$ cat src/rtl/dma_seq_pkg.sv
// Shared register indices and control types for the DMA channel sequencer.
package dma_seq_pkg;
    localparam int REG_CNT = 16;

    typedef enum logic [3:0] {
        IDX_PAUSE  = 4'd0,  IDX_REQ    = 4'd1,  IDX_CFG    = 4'd2,  IDX_INTC   = 4'd3,
        IDX_SRC    = 4'd4,  IDX_DST    = 4'd5,  IDX_FRAG   = 4'd6,  IDX_BLK    = 4'd7,
        IDX_TRSC   = 4'd8,  IDX_STEP   = 4'd9,  IDX_SRC_HI = 4'd10, IDX_DST_HI = 4'd11,
        IDX_LIST   = 4'd12, IDX_FSTEP  = 4'd13, IDX_SBSTEP = 4'd14, IDX_DBSTEP = 4'd15
    } reg_idx_e;

    typedef enum logic [1:0] {
        UNIT_FRAG  = 2'd0,
        UNIT_BLOCK = 2'd1,
        UNIT_TRANS = 2'd2,
        UNIT_LIST  = 2'd3
    } unit_e;

    typedef struct packed {
        logic [1:0] src_w;
        logic [1:0] dst_w;
        unit_e      mode;
        logic       fix_en;
        logic       fix_sel;
    } chan_ctrl_t;
endpackage

$ cat src/rtl/dma_seq_regs.sv
// Register bank of one channel: sixteen 32-bit words, field decode and
// write strobes. Assumes word-aligned offsets; live status bits are
// supplied by the sequencer and override stored bits on read.
module dma_seq_regs
    import dma_seq_pkg::*;
#(
    parameter int LO_W   = 32,
    parameter int HI_W   = 4,
    parameter int STEP_W = 16,
    parameter int FRAG_W = 17,
    parameter int BLK_W  = 17,
    parameter int TRSC_W = 28,
    localparam int AW    = LO_W + HI_W
) (
    input  logic              clk,
    input  logic              rst_n,
    input  logic              reg_we,
    input  logic [5:0]        reg_addr,
    input  logic [31:0]       reg_wdata,
    output logic [31:0]       reg_rdata,
    input  logic              en_live,
    input  logic              armed_live,
    input  logic              pause_ack,
    output chan_ctrl_t        ctrl,
    output logic [FRAG_W-1:0] frag_len,
    output logic [BLK_W-1:0]  blk_len,
    output logic [TRSC_W-1:0] trsc_len,
    output logic [STEP_W-1:0] src_step,
    output logic [STEP_W-1:0] dst_step,
    output logic [AW-1:0]     src_base,
    output logic [AW-1:0]     dst_base,
    output logic              pause_req,
    output logic              en_set_wr,
    output logic              en_clr_wr,
    output logic              swreq_wr
);
    logic [31:0] bank [REG_CNT];
    reg_idx_e    idx;

    assign idx = reg_idx_e'(reg_addr[5:2]);

    // Store written words; everything clears on reset.
    always_ff @(posedge clk) begin
        if (!rst_n) begin
            for (int i = 0; i < REG_CNT; i++) bank[i] <= '0;
        end else if (reg_we) begin
            bank[idx] <= reg_wdata;
        end
    end

    // Strobes that the sequencer acts on.
    assign en_set_wr = reg_we && (idx == IDX_CFG) && reg_wdata[0];
    assign en_clr_wr = reg_we && (idx == IDX_CFG) && !reg_wdata[0];
    assign swreq_wr  = reg_we && (idx == IDX_REQ) && reg_wdata[0];

    // Read mux with live status bits merged in.
    always_comb begin
        reg_rdata = bank[idx];
        case (idx)
            IDX_PAUSE: reg_rdata[2] = pause_ack;
            IDX_REQ:   reg_rdata[0] = armed_live;
            IDX_CFG:   reg_rdata[0] = en_live;
            default:   ;
        endcase
    end

    // Field decode of the programmed words.
    always_comb begin
        ctrl.src_w   = bank[IDX_FRAG][31:30];
        ctrl.dst_w   = bank[IDX_FRAG][29:28];
        ctrl.mode    = unit_e'(bank[IDX_FRAG][25:24]);
        ctrl.fix_sel = bank[IDX_FRAG][21];
        ctrl.fix_en  = bank[IDX_FRAG][20];
        frag_len     = bank[IDX_FRAG][FRAG_W-1:0];
        blk_len      = bank[IDX_BLK][BLK_W-1:0];
        trsc_len     = bank[IDX_TRSC][TRSC_W-1:0];
        src_step     = bank[IDX_STEP][STEP_W-1:0];
        dst_step     = bank[IDX_STEP][16 +: STEP_W];
        src_base     = {bank[IDX_SRC_HI][31 -: HI_W], bank[IDX_SRC][LO_W-1:0]};
        dst_base     = {bank[IDX_DST_HI][31 -: HI_W], bank[IDX_DST][LO_W-1:0]};
        pause_req    = bank[IDX_PAUSE][0];
    end
endmodule

$ cat src/rtl/dma_seq_len_cnt.sv
// Byte counter against one length limit. Flags the beat that reaches the
// limit; restarts from zero on that beat or when an outer unit ends.
module dma_seq_len_cnt #(
    parameter int W = 17
) (
    input  logic         clk,
    input  logic         rst_n,
    input  logic         clear,
    input  logic         advance,
    input  logic         restart,
    input  logic [3:0]   inc,
    input  logic [W-1:0] limit,
    output logic         last
);
    logic [W-1:0] cnt;
    logic [W:0]   sum;

    assign sum  = {1'b0, cnt} + (W+1)'(inc);
    assign last = sum >= {1'b0, limit};

    // Accumulate bytes per beat, wrapping to zero at a boundary.
    always_ff @(posedge clk) begin
        if (!rst_n)       cnt <= '0;
        else if (clear)   cnt <= '0;
        else if (advance) cnt <= restart ? '0 : sum[W-1:0];
    end
endmodule

$ cat src/rtl/dma_seq_addr.sv
// Address generator for one side: loads the 36-bit base at start and adds
// the step on each beat unless that side is held.
module dma_seq_addr #(
    parameter int AW     = 36,
    parameter int STEP_W = 16
) (
    input  logic              clk,
    input  logic              rst_n,
    input  logic              load,
    input  logic [AW-1:0]     base,
    input  logic [STEP_W-1:0] step,
    input  logic              hold,
    input  logic              advance,
    output logic [AW-1:0]     addr
);
    // Running address register.
    always_ff @(posedge clk) begin
        if (!rst_n)                addr <= '0;
        else if (load)             addr <= base;
        else if (advance && !hold) addr <= addr + AW'(step);
    end
endmodule

$ cat src/rtl/dma_chan_seq.sv
// One DMA channel sequencer: register bank, nested byte counters, two
// address generators and the request/pause control. Assumes one beat per
// cycle with no back-pressure from the data path.
module dma_chan_seq
    import dma_seq_pkg::*;
#(
    parameter int LO_W   = 32,
    parameter int HI_W   = 4,
    parameter int STEP_W = 16,
    parameter int FRAG_W = 17,
    parameter int BLK_W  = 17,
    parameter int TRSC_W = 28,
    localparam int AW    = LO_W + HI_W
) (
    input  logic          clk,
    input  logic          rst_n,
    input  logic          reg_we,
    input  logic [5:0]    reg_addr,
    input  logic [31:0]   reg_wdata,
    output logic [31:0]   reg_rdata,
    input  logic          hw_req,
    output logic          beat_valid,
    output logic [AW-1:0] beat_src,
    output logic [AW-1:0] beat_dst,
    output logic          frag_done,
    output logic          blk_done,
    output logic          trsc_done,
    output logic          cfg_err
);
    chan_ctrl_t        ctrl;
    logic [FRAG_W-1:0] frag_len;
    logic [BLK_W-1:0]  blk_len;
    logic [TRSC_W-1:0] trsc_len;
    logic [STEP_W-1:0] src_step, dst_step;
    logic [AW-1:0]     src_base, dst_base;
    logic              pause_req, pause_ack, en_set_wr, en_clr_wr, swreq_wr;
    logic              active, armed;
    logic              frag_last, blk_last, trsc_last;
    logic              beat_go, unit_end, cfg_bad, start, hold_dst;
    logic [3:0]        beat_inc;
    logic [AW-1:0]     base_arr [2];
    logic [AW-1:0]     addr_arr [2];
    logic [STEP_W-1:0] step_arr [2];
    logic [1:0]        hold;

    function automatic logic [2:0] align_mask(input logic [1:0] w);
        return 3'((4'd1 << w) - 4'd1);
    endfunction

    dma_seq_regs #(
        .LO_W(LO_W), .HI_W(HI_W), .STEP_W(STEP_W),
        .FRAG_W(FRAG_W), .BLK_W(BLK_W), .TRSC_W(TRSC_W)
    ) u_regs (
        .clk(clk), .rst_n(rst_n), .reg_we(reg_we), .reg_addr(reg_addr),
        .reg_wdata(reg_wdata), .reg_rdata(reg_rdata), .en_live(active),
        .armed_live(armed), .pause_ack(pause_ack), .ctrl(ctrl),
        .frag_len(frag_len), .blk_len(blk_len), .trsc_len(trsc_len),
        .src_step(src_step), .dst_step(dst_step), .src_base(src_base),
        .dst_base(dst_base), .pause_req(pause_req), .en_set_wr(en_set_wr),
        .en_clr_wr(en_clr_wr), .swreq_wr(swreq_wr)
    );

    // Beat size, setup check and end-of-unit selection.
    always_comb begin
        beat_inc = 4'd1 << ctrl.src_w;
        beat_go  = active && armed && !pause_req;
        cfg_bad  = (frag_len == '0) || (blk_len == '0) || (trsc_len == '0)
                || ((src_base[2:0] & align_mask(ctrl.src_w)) != 3'd0)
                || ((dst_base[2:0] & align_mask(ctrl.dst_w)) != 3'd0);
        start    = en_set_wr && !active && !cfg_bad;
        case (ctrl.mode)
            UNIT_FRAG:  unit_end = frag_last || blk_last || trsc_last;
            UNIT_BLOCK: unit_end = blk_last || trsc_last;
            default:    unit_end = trsc_last;
        endcase
        hold[0]  = ctrl.fix_en && !ctrl.fix_sel;
        hold[1]  = ctrl.fix_en && ctrl.fix_sel;
        hold_dst = hold[1];
        base_arr[0] = src_base;
        base_arr[1] = dst_base;
        step_arr[0] = src_step;
        step_arr[1] = dst_step;
    end

    for (genvar s = 0; s < 2; s++) begin : g_side
        dma_seq_addr #(.AW(AW), .STEP_W(STEP_W)) u_addr (
            .clk(clk), .rst_n(rst_n), .load(start), .base(base_arr[s]),
            .step(step_arr[s]), .hold(hold[s]), .advance(beat_go),
            .addr(addr_arr[s])
        );
    end

    dma_seq_len_cnt #(.W(FRAG_W)) u_frag_cnt (
        .clk(clk), .rst_n(rst_n), .clear(start), .advance(beat_go),
        .restart(frag_last || blk_last || trsc_last), .inc(beat_inc),
        .limit(frag_len), .last(frag_last)
    );
    dma_seq_len_cnt #(.W(BLK_W)) u_blk_cnt (
        .clk(clk), .rst_n(rst_n), .clear(start), .advance(beat_go),
        .restart(blk_last || trsc_last), .inc(beat_inc),
        .limit(blk_len), .last(blk_last)
    );
    dma_seq_len_cnt #(.W(TRSC_W)) u_trsc_cnt (
        .clk(clk), .rst_n(rst_n), .clear(start), .advance(beat_go),
        .restart(trsc_last), .inc(beat_inc),
        .limit(trsc_len), .last(trsc_last)
    );

    // Channel state: enable, request arming, pause acknowledge, events.
    always_ff @(posedge clk) begin
        if (!rst_n) begin
            active    <= 1'b0;
            armed     <= 1'b0;
            pause_ack <= 1'b0;
            frag_done <= 1'b0;
            blk_done  <= 1'b0;
            trsc_done <= 1'b0;
            cfg_err   <= 1'b0;
        end else begin
            pause_ack <= pause_req;
            frag_done <= beat_go && (frag_last || blk_last || trsc_last);
            blk_done  <= beat_go && (blk_last || trsc_last);
            trsc_done <= beat_go && trsc_last;
            cfg_err   <= en_set_wr && !active && cfg_bad;
            if (en_clr_wr) begin
                active <= 1'b0;
                armed  <= 1'b0;
            end else if (start) begin
                active <= 1'b1;
                armed  <= 1'b0;
            end else if (active) begin
                if (beat_go && trsc_last) begin
                    active <= 1'b0;
                    armed  <= 1'b0;
                end else if (beat_go && unit_end) begin
                    armed  <= 1'b0;
                end else if (!armed && (swreq_wr || hw_req)) begin
                    armed  <= 1'b1;
                end
            end
        end
    end

    assign beat_valid = beat_go;
    assign beat_src   = addr_arr[0];
    assign beat_dst   = addr_arr[1];
endmodule

$ cat config.mk
export PLATFORM = sky130hd
export DESIGN_NAME = dma_chan_seq
export DESIGN_NICKNAME = d
export VERILOG_FILES = /design/src/rtl/dma_seq_pkg.sv /design/src/rtl/dma_seq_regs.sv /design/src/rtl/dma_seq_len_cnt.sv /design/src/rtl/dma_seq_addr.sv /design/src/rtl/dma_chan_seq.sv
export SDC_FILE = /design/constraint.sdc
export NUM_CORES = 1
export LEC_CHECK = 0
export ABC_AREA = 1
export BUFFER_PORTS_ARGS = -buffer_cell sky130_fd_sc_hd__buf_2
export CORE_ASPECT_RATIO = 1.5
export CORE_MARGIN = 1.5
export CORE_UTILIZATION = 48
export DETAILED_ROUTE_END_ITERATION = 10
export SLEW_MARGIN = 15
export SYNTH_ARGS = -nofsm -noshare
export SYNTH_HDL_FRONTEND = slang
export SYNTH_SLANG_ARGS = --single-unit
$ cat constraint.sdc
create_clock -name clk -period 4.2 [get_ports clk]
set_input_delay 0.84 -clock clk [delete_from_list [all_inputs] [get_ports clk]]
set_output_delay 0.84 -clock clk [all_outputs]
set_load 0.1 [all_outputs]
# Yosys cells after proc, flatten, opt, wreduce, memory -nomap -nowiden
# Memories as Yosys holds them, arrays and structs flattened.
# Cells that the tools add are included.
# classes
n_addsub,7
mul,0
div_mod_pow,0
n_lt_le_gt_ge,3
eq_ne,3
shift,2
n_mux,23
bitwise_logic,3
reduce_logical,50
# ops
cell,n
2-to-1 mux 36 bit,4
adder 36 x 16 -> 36 bit,2
adder 17 x 4 -> 18 bit,2
greater-or-equal comparator 18 x 17 -> 1 bit,2
zero test 17 bit,2
2-to-1 mux 17 bit,2
2-to-1 mux 32 bit,1
OR reduction 32 bit,1
adder 28 x 4 -> 29 bit,1
greater-or-equal comparator 29 x 28 -> 1 bit,1
zero test 28 bit,1
2-to-1 mux 28 bit,1
logical AND 1 bit,19
2-to-1 mux 1 bit,12
nonzero test 3 bit,3
zero test 1 bit,8
logical OR 1 bit,8
AND 3 bit,2
subtractor 3 x 1 -> 3 bit (second input constant),2
== test 4 x 1 -> 1 bit (second input constant),1
== test 4 x 2 -> 1 bit (second input constant),1
zero test 4 bit,1
2-to-1 mux 4 bit,1
case mux 1 bit (2 select lines),2
other kinds (9),11
# word_totals
ff_bits,141
latch_bits,0
ramBits,512
rom_bits,0
word_cells,104
n_memories,1
# memory_table
name,words,word_bits,read_ports,rd_clocked_by_memory_dff,wr,line_no,rtl
u_regs.bank,16,32,10,0,16,dma_seq_regs.sv:37,logic [31:0] bank [REG_CNT];

# Longest topological paths before layout
# Gate-level depths: netlist of run 1.
# logic_depth
ltp_word,9
mapped_depth,34
mapped_depth_nobuf,34

# Cells and area by module
# Synthesis of run 1 repeated with hierarchy kept, for this count alone.
# unflattened
cells_unflattened,4356
area_unflattened_um2,35911.9
# modules_own_cells
module,n_inst,cells_per_inst,area_per_inst_um2,seq_area_each_um2
dma_seq_regs,1,2050,22390.2,15344.7
dma_seq_addr,2,602,3398.3,720.7
dma_seq_len_cnt (u_blk_cnt ...),2,252,1619.1,340.3
dma_seq_len_cnt (u_trsc_cnt),1,477,2864.0,560.5
dma_chan_seq,1,121,623.1,140.1

# Least setup slack after synthesis of run 1
# Ideal clock, no wire load.
# synth_path
path_type,input-to-output
from,input port reg_addr[2]
to,output port reg_rdata[0]
arrival_ps,5306
required_time_ps,3360
slack_ps,-1946
cell_stages,8
path_buffers,2
path_cell_list,buf_2 inv_1 nor2_1 clkbuf_1 a22oi_1 nand3_1 a21oi_1 o311ai_0
# synth_via
elab_chain_cells,2
word_cells_on_any_way,4
# synth_rtl
element,line_no,rtl
start: declaration,dma_chan_seq.sv:18,"input logic [5:0] reg_addr,"
memory (16 x 32 bit) (tied with other cells),n/a,
case mux 1 bit (2 select lines) *,dma_seq_regs.sv:59,case (idx)
end: declaration,dma_chan_seq.sv:20,"output logic [31:0] reg_rdata,"
# Mark *: on every way between the ends. The rest lies on a longest branch, timed or not.

==> impl_results.md, run 1 <==
- Top cells by area in the synthesized netlist: edfxtp_1, nand2_1, dfxtp_1
- Worst Hold Endpoint: u_frag_cnt.cnt[0]
- Worst hold path type: flop to flop
- Max-cap violation count: 0
- Total Wirelength: 115 mm
- Synthesized-area fraction occupied by ao, oa, aoi and oai cells: 8.96%
- Count of hold-fix buffers inserted at cts: 0
- CP startpoint kind: flop
- Overall fraction of global-route tracks in use: 31.3%
- Critical path capture point type: flop
- Setup slack on the worst flop-to-flop path: 0.17 ns
- Number of placed instances, taps included: 4,892
- Post-synth net total: 4,094
- Post-synthesis async set-or-reset flop share: 0%
- Final clock skew: 0.0369 ns
- Port buffer count: 148
- Critical register-to-register path startpoint: u_regs.bank[6][31]
- Number of pins exceeding their max-slew limit in the final report: 0
- Antenna violations before repair: 1
- Cell repeated most along the worst path: nand2_1
- Data arrival time of the critical path: 4.50 ns
- Data required time of the critical path: 4.68 ns
- Final Hold Slack: 0.476 ns
- Achievable frequency: 248 MHz
- Hold violation count in the final report: 0
- Number of warning messages in the yosys log: 0
- Row Count: 119
- Count of routing violations after the opening detailed-route iteration: 3,074
- Post-route antenna net violation count: 0
- Most frequent cells after synthesis: nand2_1, nor2_1, edfxtp_1
- Post-synthesis to final-layout area growth: 14.6%
- Depth of the CTS H-tree: 3
- Cell with the most instances after synthesis: nand2_1
- Post-route fraction of the period consumed by the critical path: 95.9%
- Number of register bits inferred by synthesis: 652
- Cts bufs inserted: 67
- Max clock buf depth: 3
- Portion of the post-synthesis area used by sequential elements: 53.4%
- Fraction of layout cells with a size suffix above 1: 11.2%
- Horizontal extent of the die: 220 um
- Wire length of the first global-routing pass: 168 mm
- Congestion Overflow GR: 0
- Peak supply drop: 385 uV
- HP Start: u_frag_cnt.cnt[0]
- Slowest stage cell on the critical path: edfxtp_1
- Area enclosed by the die boundary: 72,600 um2
- CP startpoint: u_regs.bank[6][31]
- Endpoint of the worst-slack reg-to-reg timing path: u_frag_cnt.cnt[4]
- CP peak stage delay: 0.55 ns
- Pin count of the biggest net entering global routing: 82
- Synth Flop Type: edfxtp_1
- Half-perimeter wire length after placement: 81.0 mm
- Setup-violating endpoint count in the final report: 0
- Ratio of total power to cell area: 384 nW/um2
- Number of cells on the worst reg-to-reg path: 30
- Mapped Area: 34,000 um2
- RD Place Congestion: 0.993
- Detailed-router iteration count before antenna repair: 6
- Number of non-filler instances in the completed layout: 5,022
- Transition time of the tightest slew-check pin: 1.05 ns
- Max transition margin: 29.8%
- Cell type contributing the most total cell area after synthesis: edfxtp_1
- Routed via count: 28,900
- Post-CTS clock slew at the launch and capture registers of the worst setup and hold paths: 0.07 ns
- Period minus WS final: 4.03 ns
- Setup total negative slack: 0 ns
- Combinational family with the most area after synthesis: simple AND/OR/NAND/NOR gates
- Average instance area after synthesis: 8.62 um2
- Total Nets Final: 4,212
- Result of the run: finished, final reports clean
- Setup repair after global routing missed its margin: yes
- Synthesized-area fraction occupied by adder cells: 3.90%
- Vias in the first global route: 26,600
- Vertical die dimension: 329 um
- Wire per inst: 22.8 um
- Post-Synthesis Cells: 3,947
- Maximum fanout encountered on the critical timing path: 7
- Static leakage power: 16.1 nW
- Core ar.: 70,100 um2
- DRC viols: 0
- Type of the setup path with the least slack: flop to flop
- Multiplexer fraction of the synthesized cell area: 0%
- # clock sinks: 652
- Post-synthesis cell type count: 53
- Clock root buffer master: clkbuf_16
- Worst-case setup margin in the final layout: 0.174 ns
- Hold path cells: 2
- Clock tree from TritonCTS: yes
- Number of I/O pins: 151
- Yosys top cell area share: 45.1%
- Count of flip-flops with a built-in enable after synthesis: 511
- Setup slack at placement: -0.00670 ns
- Average via count per standard cell: 5.75
- Effective utilization at floorplan: 48.5%
- Post-synthesis share of cell area spent on xor and xnor gates: 2.06%
- Clock insertion delay at the later pin of the skew report: 0.64 ns
- Simple-Gate Fraction of Synth Area: 24.9%
==> metrics by stage <==
stage / cell area [um2] / total power [W] / util [%]
after floorplan: 34100 / 0.00843 / -
after global placement: 36400 / 0.00910 / 51.9
after detailed placement: 36400 / 0.00911 / 51.9
after CTS: 38500 / 0.0150 / 54.9
after global routing: 39000 / 0.0154 / 55.6
final: 39000 / 0.0150 / 55.6
==> registers in the layout, indices dropped and copies added, names as in the netlist, 17 cells and up <==
signal,count
u_trsc_cnt.cnt,28
u_blk_cnt.cnt,17
g_side.u_addr.addr,72
u_frag_cnt.cnt,17
u_regs.bank,511
==> layer usage <==
layer	part of all wire, %	track usage (%)	vias to the layer above
li1	-	-	13500
met1	38	39.7	14000
met2	50	52.8	1164
met3	7.1	3.61	229
met4	4.8	15.4	0
met5	0	0	-
==> worst max-delay path: cells and delay by family (launching register included) <==
kind / cells / cell delay, ns
xor+xnor: 1 / 0.16
flops: 1 / 0.55
fa+ha+maj: 3 / 0.65
compound gates: 1 / 0.06
buf+inv: 5 / 0.62
simple gates: 20 / 1.82
==> cells in the final DEF (no fill, tap or decap), types with 9 or more instances in the layout <==
master	instances
edfxtp_1	511
buf_12	35
buf_2	124
o21bai_1	9
nor4_1	16
nand2_2	14
nand2_1	778
inv_2	14
a31oi_1	31
dfxtp_1	141
nand4_1	64
inv_1	373
o22ai_1	28
a22oi_1	130
nor2_1	704
nor2_4	14
xor2_1	60
clkinv_1	16
a21oi_2	13
ha_1	94
xnor2_1	15
clkinv_2	9
clkbuf_16	69
o21ai_0	69
a2111o_1	11
a21oi_1	135
o221ai_1	9
nand3_1	349
nor3_1	38
clkbuf_1	14
buf_4	94
o21a_1	13
==> logic make-up (layout without fill, tap and decap cells) <==
group           after synthesis  in the layout
other cells                   0              1
xor+xnor                     80             80
fa+ha+maj                   105            105
simple gates               2024           2025
flops                       652            652
buf+inv                     606            772
compound gates              480            480
==> what timing repair did <==
action,4_1_cts,5_1_grt
pin swaps,1,43
gates resized for setup,1,78
gates cloned,1,3
buffers inserted,0,7
endpoints found under the setup margin,9,63
==> worst max-delay path by stage <==
stage                              endpoint  slack (ns)  depth (start not counted)
after CTS                  u_blk_cnt.cnt[6]        0.04                         29
after detailed placement  u_trsc_cnt.cnt[7]      -0.007                         29
final                     u_frag_cnt.cnt[4]        0.17                         30
after global routing       u_blk_cnt.cnt[0]       -0.05                         30
after floorplan                reg_rdata[0]        0.16                          8
after global placement    u_trsc_cnt.cnt[7]        0.03                         31
==> where the power goes <==
group | switching [W] | internal (W)
sequential | 0.000135 | 0.00724
clock | 0.00264 | 0.00336
combinational | 0.00122 | 0.000406
==> area by class of cell <==
type	count	area, um2
repair buffers	262	2160
well taps	907	1130
flip-flops and latches	652	18200
inverters	392	1480
multi-input cells	2690	13900
diodes	1	2.50
clock inverters	36	394
clock buffers	82	1740
fillers	6459	31100
No activity file was read; power rests on OpenSTA's default activity.
==> inputs of run 2 (changes only) <==
Settings changed: ABC_AREA 1 to unset, CORE_UTILIZATION 48 to 45.
Clock period 4.2 ns to 3.6 ns, I/O delays scaled along.
==> impl_results.md, run 2 <==
- Final standard cell utilization of the core: 53.5% (-2.1 points)
- Number of flip-flops in the largest register: 511 (unchanged)
- Number of register bits inferred by synthesis: 652 (unchanged)
- Count of routing violations after the opening detailed-route iteration: 2,201 (-28%)
- Clock tree from TritonCTS: yes
- Row Count: 122 (+2.5%)
- Fraction of layout cells with a size suffix above 1: 24.6% (+13 points)
- Effective utilization at floorplan: 45.5% (-3.0 points)
- Clock root buffer master: clkbuf_16
- Dpl cell area: 37,300 um2 (+2.6%)
- Post-CTS clock slew at the launch and capture registers of the worst setup and hold paths: 0.06 ns (about the same)
- Ratio of total power to cell area: 435 nW/um2 (+13%)
- Pin count of the biggest net entering global routing: 53 (-35%)
- Post-synthesis async set-or-reset flop share: 0% (unchanged)
- Static leakage power: 15.0 nW (-6.8%)
- Type of the setup path with the least slack: flop to flop
- Most frequent cells after synthesis: and2_1, edfxtp_1, mux4_2
- Failing checks: setup timing
- Data required time of the critical path: 4.15 ns (-0.53 ns)
- Average via count per standard cell: 5.89 (+2.3%)
- Post-synthesis cell type count: 84 (+58%)
- Maximum fanout encountered on the critical timing path: 5 (-2)
- Wire per inst: 25.9 um (+13%)
- Vertical die dimension: 338 um (+2.7%)
- Register share of total power: 50.4% (+1.2 points)
- Vias in the first global route: 23,700 (-11%)
- Yosys top cell area share: 45.5% (+0.46 points)
- Achievable frequency: 227 MHz (-8.7%)
- Result of the run: finished with violations
- Worst Hold Endpoint: u_blk_cnt.cnt[0]
- Setup-violating endpoint count in the final report: 67 (+67)
- Core ar.: 74,000 um2 (+5.6%)
- Synthesized-area fraction occupied by ao, oa, aoi and oai cells: 8.91% (-0.051 points)
- Max transition margin: 30.2% (+0.42 points)
- HP Start: u_blk_cnt.cnt[0]
- Setup repair after global routing missed its margin: yes
- Horizontal extent of the die: 226 um (+2.7%)
- Overall fraction of global-route tracks in use: 27.7% (-3.6 points)
- Post-route antenna net violation count: 0 (unchanged)
- Post-synth net total: 2,901 (-29%)
- Mapped Area: 33,700 um2 (-1.0%)
- Depth of the CTS H-tree: 3 (unchanged)
- Transition time of the tightest slew-check pin: 1.05 ns (-0.00100 ns)
- Congestion Overflow GR: 0 (unchanged)
- Worst-case setup margin in the final layout: -0.809 ns (-0.983 ns)
- Post-Synthesis Cells: 2,754 (-30%)
- Multiplexer fraction of the synthesized cell area: 10.8% (+11 points)
- Synthesized-area fraction occupied by adder cells: 4.01% (+0.10 points)
- Count of hold-fix buffers inserted at cts: 0 (unchanged)
- Port buffer count: 148 (unchanged)
- Worst hold path type: flop to flop
- Synth Flop Type: edfxtp_1
- Area enclosed by the die boundary: 76,600 um2 (+5.5%)
- Peak supply drop: 291 uV (-24%)
- Number of cells on the worst reg-to-reg path: 19 (-37%)
- Leading cell types in the layout, fill and taps excluded: and2_1, edfxtp_1, buf_4, mux4_2, buf_2
- Count of flip-flops with a built-in enable after synthesis: 511 (unchanged)
- Post-route fraction of the period consumed by the critical path: 122% (+27 points)
- Hold path cells: 2 (unchanged)
- Total Nets Final: 3,169 (-25%)
- Portion of the post-synthesis area used by sequential elements: 53.9% (+0.54 points)
- Net Switching: 0.00449 W (+12%)
- Detailed-router iteration count before antenna repair: 6 (unchanged)
- Combinational share of power: 10.8% (about the same)
- Fraction of power spent switching nets: 26.0% (-0.59 points)
- Post-synthesis share of cell area spent on xor and xnor gates: 2.18% (+0.12 points)
- RD Place Congestion: 0.965 (-2.9%)
- Simple-Gate Fraction of Synth Area: 16.8% (-8.0 points)
- Period minus WS final: 4.41 ns (+0.383 ns)
- Critical register-to-register path startpoint: u_regs.bank[6][31]
- Final clock skew: 0.0274 ns (-0.00951 ns)
- Total Power: 0.0173 W (+15%)
- Cts bufs inserted: 66 (-1.5%)
- CP startpoint kind: flop
- # clock sinks: 652 (unchanged)
- Clock insertion delay at the later pin of the skew report: 0.63 ns (about the same)
- Cell type contributing the most total cell area after synthesis: edfxtp_1
- Max-cap violation count: 0 (unchanged)
- Antenna violations before repair: 4 (+3)
- Hold violation count in the final report: 0 (unchanged)
- Setup slack on the worst flop-to-flop path: -0.81 ns (-0.98 ns)
- Cell with the most instances after synthesis: and2_1
- Total Wirelength: 105 mm (-8.2%)
- Top cells by area in the synthesized netlist: edfxtp_1, mux4_2, and2_1
- Number of pins exceeding their max-slew limit in the final report: 0 (unchanged)
- Clock network power share: 38.8% (-1.2 points)
- Data arrival time of the critical path: 4.96 ns (+0.46 ns)
- Routed via count: 23,900 (-17%)
- Register with the most flip-flops: u_regs.bank
- Int Power: 0.0128 W (+16%)
- Most common cell after layout, fill and taps aside: and2_1
- Top Registers: u_regs.bank: 511 flops, g_side.u_addr.addr: 72 flops, u_trsc_cnt.cnt: 28 flops
- Number of warning messages in the yosys log: 0 (unchanged)
- Endpoint of the worst-slack reg-to-reg timing path: u_blk_cnt.cnt[9]
- Post-synthesis to final-layout area growth: 17.6%
- Wire length of the first global-routing pass: 156 mm (-6.9%)
- Number of I/O pins: 151 (unchanged)
- Half-perimeter wire length after placement: 77.5 mm (-4.4%)
- Combinational family with the most area after synthesis: simple AND/OR/NAND/NOR gates
- Max clock buf depth: 3 (unchanged)
- Critical path capture point type: flop
- DRC viols: 0 (unchanged)
- Average instance area after synthesis: 12.2 um2 (+42%)
- Final instance area: 39,600 um2 (+1.6%)
## run 2: cell types whose count changed after synthesis, sizes merged, moves of 24 or more
cell,before,now
nand2,794,131
nor2,725,99
and2,0,527
inv,388,104
nand3,360,76
mux4,0,159
a22oi,130,38
nand4,64,25
xnor2,16,55
xor2,64,29
clkbuf,178,149
a22o,0,26
o22ai,28,4
## run 2: metal layers
metal	up-vias	routed length, um	track usage, %
li1	10700	-	-
met1	12100	42900	36.8
met2	894	51800	45.9
met3	196	6140	3.43
met4	2	4520	11.2
met5	-	13	0
## run 2: power groups by stage
stage	combinational, W	sequential, W	clock (W)
floorplan	0.00125	0.00872	0
global placement	0.00183	0.00882	0
detailed placement	0.00185	0.00884	0
CTS	0.00187	0.00868	0.00680
global route	0.00196	0.00870	0.00707
finish	0.00187	0.00869	0.00669
## run 2: layout make-up
| cell class | count | area, um2 |
|---|---|---|
| well taps | 992 | 1240 |
| inverters | 105 | 394 |
| clock buffers | 82 | 1750 |
| repair buffers | 386 | 2800 |
| multi-input cells | 1811 | 15000 |
| clock inverters | 34 | 270 |
| diodes | 2 | 5.00 |
| fillers | 6378 | 34400 |
| flip-flops and latches | 652 | 18200 |
## run 2: how the worst max path moves through the flow
stage / from / to / slack (ns) / cells after the start
floorplan: reg_addr[2] / u_regs.bank[12][0] / -0.76 / 5
global placement: u_regs.bank[6][30] / u_blk_cnt.cnt[9] / -0.76 / 20
detailed placement: u_regs.bank[6][31] / armed / -0.87 / 17
CTS: u_regs.bank[6][31] / u_blk_cnt.cnt[9] / -0.74 / 20
global route: u_regs.bank[6][31] / u_trsc_cnt.cnt[4] / -1.02 / 22
finish: u_regs.bank[6][31] / u_blk_cnt.cnt[9] / -0.81 / 19
## run 2: per-stage QoR
step / setup TNS, ns / hold slack (ns) / cells / setup slack, ns
6_report: -43.31 / 0.468 / 4064 / -0.809
3_5_place_dp: -47.51 / 0.456 / 3933 / -0.871
2_1_floorplan: -199.69 / 0.441 / 2754 / -0.759
5_1_grt: -58.42 / 0.482 / 4062 / -1.02
3_3_place_gp: -41.93 / 0.449 / 3933 / -0.764
4_1_cts: -41.06 / 0.468 / 4056 / -0.742
## run 2: repair_timing
| item | CTS | global route |
|---|---|---|
| gates resized for setup | 26 | 20 |
| gates cloned | 1 | 0 |
| pin swaps | 10 | 7 |
| buffers inserted | 6 | 7 |
| setup endpoints to repair | 68 | 75 |
## run 2: kinds of logic after synthesis
logic type	Yosys count
XOR/XNOR	84
AND/OR/NAND/NOR	1008
AO/OA/AOI/OAI	447
flip-flops	652
buffers and inverters	291
multiplexers	165
adder cells (fa/ha/maj)	107
## run 2: worst max-delay path, cell delays in order (launching register included)
cell and delay, ns:
edfxtp_1 0.48, nor2b_4 0.18, xor2_1 0.19, ha_2 0.24, o21ai_2 0.07, a21oi_2 0.15
a21oi_4 0.10, or2_4 0.28, nor3_1 0.23, xor2_1 0.25, ha_1 0.29, nand4_1 0.12
o21ai_0 0.11, o221ai_1 0.21, a211oi_2 0.12, a2111oi_4 0.29, buf_4 0.19, o311ai_4 0.14
or4_1 0.56, a31oi_1 0.13
